===== src/rtl/tblptr_pkg.sv =====
package tblptr_pkg;
   localparam int BYTE_W = 8;
   localparam int WORD_W = 2 * BYTE_W;

   // Computed program memory contents for a zero-extended word address
   function automatic logic [WORD_W-1:0] rom_word(input logic [WORD_W-1:0] a);
      logic [BYTE_W-1:0] up;
      logic [BYTE_W-1:0] dn;
      up = a[WORD_W-1:BYTE_W] ^ {a[3:0], 4'h0} ^ 8'h96;
      dn = a[BYTE_W-1:0] ^ 8'hC3;
      return {up, dn};
   endfunction
endpackage


===== src/rtl/tblptr_regs.sv =====
module tblptr_regs
   import tblptr_pkg::*;
(
   input  logic              clk,
   input  logic              rst_n,
   input  logic              wr_hi,
   input  logic              wr_mid,
   input  logic              wr_lo,
   input  logic [BYTE_W-1:0] wr_data,
   input  logic              inc_lo,
   input  logic              inc_mid,
   input  logic              add_lo,
   input  logic [BYTE_W-1:0] add_val,
   output logic [BYTE_W-1:0] hi_q,
   output logic [BYTE_W-1:0] mid_q,
   output logic [BYTE_W-1:0] lo_q,
   output logic              carry_q,
   output logic              skip_q
);
   logic [BYTE_W:0]   sum;
   logic [BYTE_W-1:0] lo_step;
   logic [BYTE_W-1:0] mid_step;
   logic              lo_step_used;
   logic              mid_step_used;

   always_comb begin
      sum           = {1'b0, lo_q} + {1'b0, add_val};
      lo_step       = lo_q + 1'b1;
      mid_step      = mid_q + 1'b1;
      lo_step_used  = inc_lo && !wr_lo && !add_lo;
      mid_step_used = inc_mid && !wr_mid;
   end

   always_ff @(posedge clk) begin
      if (!rst_n) begin
         hi_q    <= '0;
         mid_q   <= '0;
         lo_q    <= '0;
         carry_q <= 1'b0;
         skip_q  <= 1'b0;
      end else begin
         if (wr_hi) hi_q <= wr_data;

         if (wr_mid)       mid_q <= wr_data;
         else if (inc_mid) mid_q <= mid_step;

         if (wr_lo) begin
            lo_q <= wr_data;
         end else if (add_lo) begin
            lo_q    <= sum[BYTE_W-1:0];
            carry_q <= sum[BYTE_W];
         end else if (inc_lo) begin
            lo_q <= lo_step;
         end

         skip_q <= (lo_step_used && (lo_step == '0)) ||
                   (mid_step_used && (mid_step == '0));
      end
   end
endmodule


===== src/rtl/tblptr_addr.sv =====
module tblptr_addr
   import tblptr_pkg::*;
#(
   parameter int ADDR_W   = 12,
   parameter bit HI_CHECK = 1'b1
) (
   input  logic [BYTE_W-1:0] hi,
   input  logic [BYTE_W-1:0] mid,
   input  logic [BYTE_W-1:0] lo,
   output logic [ADDR_W-1:0] addr,
   output logic              oob
);
   localparam int MID_BITS = ADDR_W - BYTE_W;

   generate
      if (MID_BITS == BYTE_W) begin : g_full_mid
         assign addr = {mid, lo};
      end else begin : g_part_mid
         assign addr = {mid[MID_BITS-1:0], lo};
      end

      if (HI_CHECK) begin : g_hi_chk
         assign oob = |hi;
      end else begin : g_hi_ign
         logic unused_hi;
         assign unused_hi = |hi;
         assign oob = 1'b0;
      end
   endgenerate
endmodule


===== src/rtl/tblptr_rom.sv =====
module tblptr_rom
   import tblptr_pkg::*;
#(
   parameter int ADDR_W = 12
) (
   input  logic [ADDR_W-1:0] addr,
   output logic [WORD_W-1:0] word
);
   logic [WORD_W-1:0] addr_ext;

   generate
      if (ADDR_W == WORD_W) begin : g_wide
         assign addr_ext = addr;
      end else begin : g_pad
         assign addr_ext = {{(WORD_W-ADDR_W){1'b0}}, addr};
      end
   endgenerate

   assign word = rom_word(addr_ext);
endmodule


===== src/rtl/tblptr_result.sv =====
module tblptr_result
   import tblptr_pkg::*;
(
   input  logic              clk,
   input  logic              rst_n,
   input  logic              rd_req,
   input  logic              oob_in,
   input  logic [WORD_W-1:0] word,
   output logic [BYTE_W-1:0] acc_q,
   output logic [BYTE_W-1:0] hi_q,
   output logic              done_q,
   output logic              oob_q
);
   always_ff @(posedge clk) begin
      if (!rst_n) begin
         acc_q  <= '0;
         hi_q   <= '0;
         done_q <= 1'b0;
         oob_q  <= 1'b0;
      end else begin
         done_q <= rd_req;
         oob_q  <= rd_req && oob_in;
         if (rd_req) begin
            if (oob_in) begin
               acc_q <= '0;
               hi_q  <= '0;
            end else begin
               acc_q <= word[BYTE_W-1:0];
               hi_q  <= word[WORD_W-1:BYTE_W];
            end
         end
      end
   end
endmodule


===== src/rtl/tblptr_unit.sv =====
module tblptr_unit
   import tblptr_pkg::*;
#(
   parameter int ADDR_W   = 12,
   parameter bit HI_CHECK = 1'b1
) (
   input  logic              clk,
   input  logic              rst_n,
   input  logic              wr_hi,
   input  logic              wr_mid,
   input  logic              wr_lo,
   input  logic [BYTE_W-1:0] wr_data,
   input  logic              inc_lo,
   input  logic              inc_mid,
   input  logic              add_lo,
   input  logic [BYTE_W-1:0] add_val,
   input  logic              rd_req,
   output logic [BYTE_W-1:0] ptr_hi,
   output logic [BYTE_W-1:0] ptr_mid,
   output logic [BYTE_W-1:0] ptr_lo,
   output logic              carry,
   output logic              skip,
   output logic [BYTE_W-1:0] acc_out,
   output logic [BYTE_W-1:0] res_hi,
   output logic              rd_done,
   output logic              rd_oob
);
   generate
      if (ADDR_W <= BYTE_W || ADDR_W > WORD_W) begin : g_bad_width
         $error("tblptr_unit: ADDR_W must lie in (BYTE_W, 2*BYTE_W]");
      end
   endgenerate

   logic [ADDR_W-1:0] word_addr;
   logic              addr_oob;
   logic [WORD_W-1:0] rom_data;

   tblptr_regs u_regs (
      .clk     (clk),
      .rst_n   (rst_n),
      .wr_hi   (wr_hi),
      .wr_mid  (wr_mid),
      .wr_lo   (wr_lo),
      .wr_data (wr_data),
      .inc_lo  (inc_lo),
      .inc_mid (inc_mid),
      .add_lo  (add_lo),
      .add_val (add_val),
      .hi_q    (ptr_hi),
      .mid_q   (ptr_mid),
      .lo_q    (ptr_lo),
      .carry_q (carry),
      .skip_q  (skip)
   );

   tblptr_addr #(.ADDR_W(ADDR_W), .HI_CHECK(HI_CHECK)) u_addr (
      .hi   (ptr_hi),
      .mid  (ptr_mid),
      .lo   (ptr_lo),
      .addr (word_addr),
      .oob  (addr_oob)
   );

   tblptr_rom #(.ADDR_W(ADDR_W)) u_rom (
      .addr (word_addr),
      .word (rom_data)
   );

   tblptr_result u_result (
      .clk    (clk),
      .rst_n  (rst_n),
      .rd_req (rd_req),
      .oob_in (addr_oob),
      .word   (rom_data),
      .acc_q  (acc_out),
      .hi_q   (res_hi),
      .done_q (rd_done),
      .oob_q  (rd_oob)
   );
endmodule


===== config.mk =====
export PLATFORM = sky130hd
export DESIGN_NAME = tblptr_unit
export DESIGN_NICKNAME = d
export VERILOG_FILES = /design/src/rtl/tblptr_pkg.sv /design/src/rtl/tblptr_regs.sv /design/src/rtl/tblptr_addr.sv /design/src/rtl/tblptr_rom.sv /design/src/rtl/tblptr_result.sv /design/src/rtl/tblptr_unit.sv
export SDC_FILE = /design/constraint.sdc
export NUM_CORES = 1
export LEC_CHECK = 0
export CORE_UTILIZATION = 45
export DETAILED_ROUTE_END_ITERATION = 8
export DONT_BUFFER_PORTS = 1
export PLACE_DENSITY = 0.73
export SLEW_MARGIN = 20
export SYNTH_ARGS = -nofsm -noshare
export SYNTH_HDL_FRONTEND = slang
export SYNTH_SLANG_ARGS = --single-unit

===== constraint.sdc =====
create_clock -name clk -period 2.2 [get_ports clk]
set_clock_uncertainty 0.1 [all_clocks]
set_input_delay 0.66 -clock clk [delete_from_list [all_inputs] [get_ports clk]]
set_output_delay 0.66 -clock clk [all_outputs]
set_load 0.005 [all_outputs]

==> metrics.md <==
| Metric | Value |
|---|---|
| Status | complete, no violations |
| Area leader, netlist | dfxtp_1 |
| Syn Nets | 320 |
| Worst Path Required | 2280 ps |
| Starting density of the core | 47.1% |
| Post-cts resize count | 0 |
| DRT Pass-1 Iters | 7 |
| Global route overflow | 0 |
| Hold crit path type | reg -> reg |
| Vias in the first global route | 1806 |
| Multi-input logic area | 1490 sq um |
| DP HPWL | 4010 um |
| CP Class | in -> reg |
| CTS tree | built |
| Nets | 319 |
| MaxCap Viol Count | 0 |
| Gr usage total | 19.3% |
| Worst Path Max Fanout | 2 |
| DRC viols | 0 |
| Worst-Skew Late Latency | 280 ps |
| Post-synth ARST share | 0% |
| Post-synthesis simple-gate area fraction | 26.6% |
| Pwr/cell area | 666 nW/um^2 |
| Netlist cell types | 42 |
| CTS Hold Bufs | 0 |
| Avg Synthesized Cell Area | 8.57 sq um |
| Seq/Total Area, Yosys | 34.5% |
| Avg WL per Cell | 15.4 um |
| Final ANT Viol Nets | 0 |
| Die height | 75.6 um |
| Clock Sinks | 42 |
| Layout cells sized above 1 | 10.2% |
| Routed via count | 1956 |
| Synthesized area | 2430 sq um |
| Reg2reg path depth | 7 |
| Fillers | 491 |
| Highest clock rate | 0.502 GHz |
| Largest net degree at the start of global routing | 43 |
| Final Max Slew Viols | 0 |
| Top post-synthesis cells by area | dfxtp_1, ha_1, mux2i_1 |
| Main combinational cell family by area after synthesis | simple AND/OR/NAND/NOR gates |
| Core area | 5170 sq um |
| Crit. End Element | flip-flop |
| Die width | 75.6 um |
| Synthesized instance count | 284 |
| Post-synth EDFFs | 0 |
| Synth-to-Final Area Change | 8.79% |
| Min Hold Slack | 388 ps |
| H-tree levels | 2 |
| Initial DRC count | 74 |
| Util after Layout | 51.2% |
| I/O pin total | 69 |
| Worst Hold Depth | 2 |
| Longest Clk Path Bufs | 2 |
| Final setup violation count | 0 |
| Most used DFF post-synth | dfxtp_1 |
| Post-synthesis compound-gate area fraction | 15.9% |
| Root Buffer | clkbuf_8 |
| RSZ-0062 raised after global routing | false |
| Fraction of synthesized cell area in xor and xnor cells | 7.55% |
| Number of port buffers | 0 |
| Max VDD drop | 0.563 mV |
| Worst EP arrival | 2070 ps |
| #FFs+latches synth | 42 |
| Routed vias/inst | 5.53 |
| Antenna diode count | 0 |
| Number of CTS-inserted buffers | 5 |
| Total setup buffers inserted after CTS | 0 |
| CP startpoint kind | primary input |
| Leakage Power | 1.02 nW |
| Antenna violations before repair | 0 |
| Crit path time final | 1990 ps |
| Final period utilization | 90.6% |
| Mux contribution to synthesized area | 4.52% |
| FF+latch area | 841 sq um |
| First-pass GRT wire length | 8350 um |
| Synth top area share | 34.5% |
| Die footprint | 5710 sq um |
| Num rows | 26 |
| Routability congestion estimate from global placement | 0.770 |
| Slew headroom | 76.5% |
| Routed WL | 5440 um |
| Adder-cell share of the synthesized area | 5.96% |
| Worst-margin pin slew | 352 ps |
| Clk pin slew, worst setup/hold paths | 80 ps |
| Yosys warns | 0 |
| Final hold vios | 0 |
[registers in the layout, indices dropped and copies added, names as in the netlist]
name / flops
u_result.oob_q: 1
u_regs.carry_q: 1
u_regs.hi_q: 8
u_regs.lo_q: 8
u_regs.mid_q: 8
u_result.hi_q: 8
u_result.done_q: 1
u_regs.skip_q: 1
u_result.acc_q: 6
[layout by cell type, fill, tap and decap left out, types with 2 or more instances in the layout]
cell       n
a21boi_0   5
a21boi_1   8
a21o_1     3
a21oi_1    9
a31oi_1    3
a32o_1     2
and2_1    11
and3_1     4
buf_4     13
clkbuf_8   5
dfxtp_1   42
ha_1       9
inv_1      5
mux2i_1   11
nand2_1   22
nand2b_1  17
nand3_1   12
nand3b_1   8
nand4_1    7
nor2_1    11
nor2b_1   10
nor3_1     4
nor4b_1    2
o21ai_0   17
o31ai_1    3
or4_4      2
xnor2_1   12
xor2_1     9
[worst max-delay path, stage by stage]
cell	delay, ps
ha_4	150
fa_2	380
a21o_1	190
a221oi_2	250
nor2b_1	170
o21ai_1	60
a32o_1	210
[cell families (layout without fill, tap and decap cells)]
kind of cell	after synthesis	after routing
buffers and inverters	26	26
xor gates and xnor gates	21	21
and+or+nand+nor	114	114
adders and majority gates	11	11
DFF	42	42
muxes	11	11
AOI/OAI and AO/OA	59	59
[area by class of cell]
| cell class | instances | area share [%] |
|---|---|---|
| multi-input combinational | 216 | 56.4 |
| sequential | 42 | 31.7 |
| timing repair buffer | 13 | 3.68 |
| tap | 70 | 3.31 |
| clock buffer | 6 | 2.74 |
| clock inverter | 2 | 1.42 |
| inverter | 5 | 0.709 |
[metal layers]
layer | GRT usage (%) | vias up | share of wire (%)
met2 | 32.2 | 63 | 46
met5 | 0 | - | 0
met1 | 24.6 | 901 | 45
met3 | 5.95 | 6 | 7.8
li1 | - | 986 | -
met4 | 4.12 | 0 | 1.4
[metrics by stage]
stage	setup WS [ps]	power [mW]	cell area, sq um	setup TNS [ps]	cells
floorplan	-16.6	1.13	2460	-16.6	284
global placement	-51.4	1.18	2540	-52.8	346
detailed placement	-89.0	1.19	2540	-190	346
CTS	199	1.78	2650	0	354
global route	99.0	1.86	2650	0	354
finish	206	1.76	2650	0	354
[report_power, final]
part,internal [mW],leakage (nW),switching [mW]
clock,0.339,0.0514,0.259
combinational,0.165,0.620,0.146
sequential,0.805,0.345,0.0513
[final timing paths]
| kind | end | startpoint | slack [ps] |
|---|---|---|---|
| setup / recovery | u_regs.lo_q[6] | add_val[0] | 210 |
| hold / removal | u_result.hi_q[2] | u_result.hi_q[2] | 390 |
| setup reg to reg | u_regs.lo_q[6] | u_regs.lo_q[0] | 210 |
| hold reg to reg | u_result.hi_q[2] | u_result.hi_q[2] | 390 |
[synth_stat cells (9+ instances only)]
cell and count:
nor2_1 11, xor2_1 9, nand2b_1 17, nor2b_1 10
xnor2_1 12, dfxtp_1 42, nand2_1 22, nand3_1 12
mux2i_1 11, ha_1 10, clkbuf_1 13, and2_1 11
o21ai_0 18, a21oi_1 9
Power figures use the tool's default switching activity.
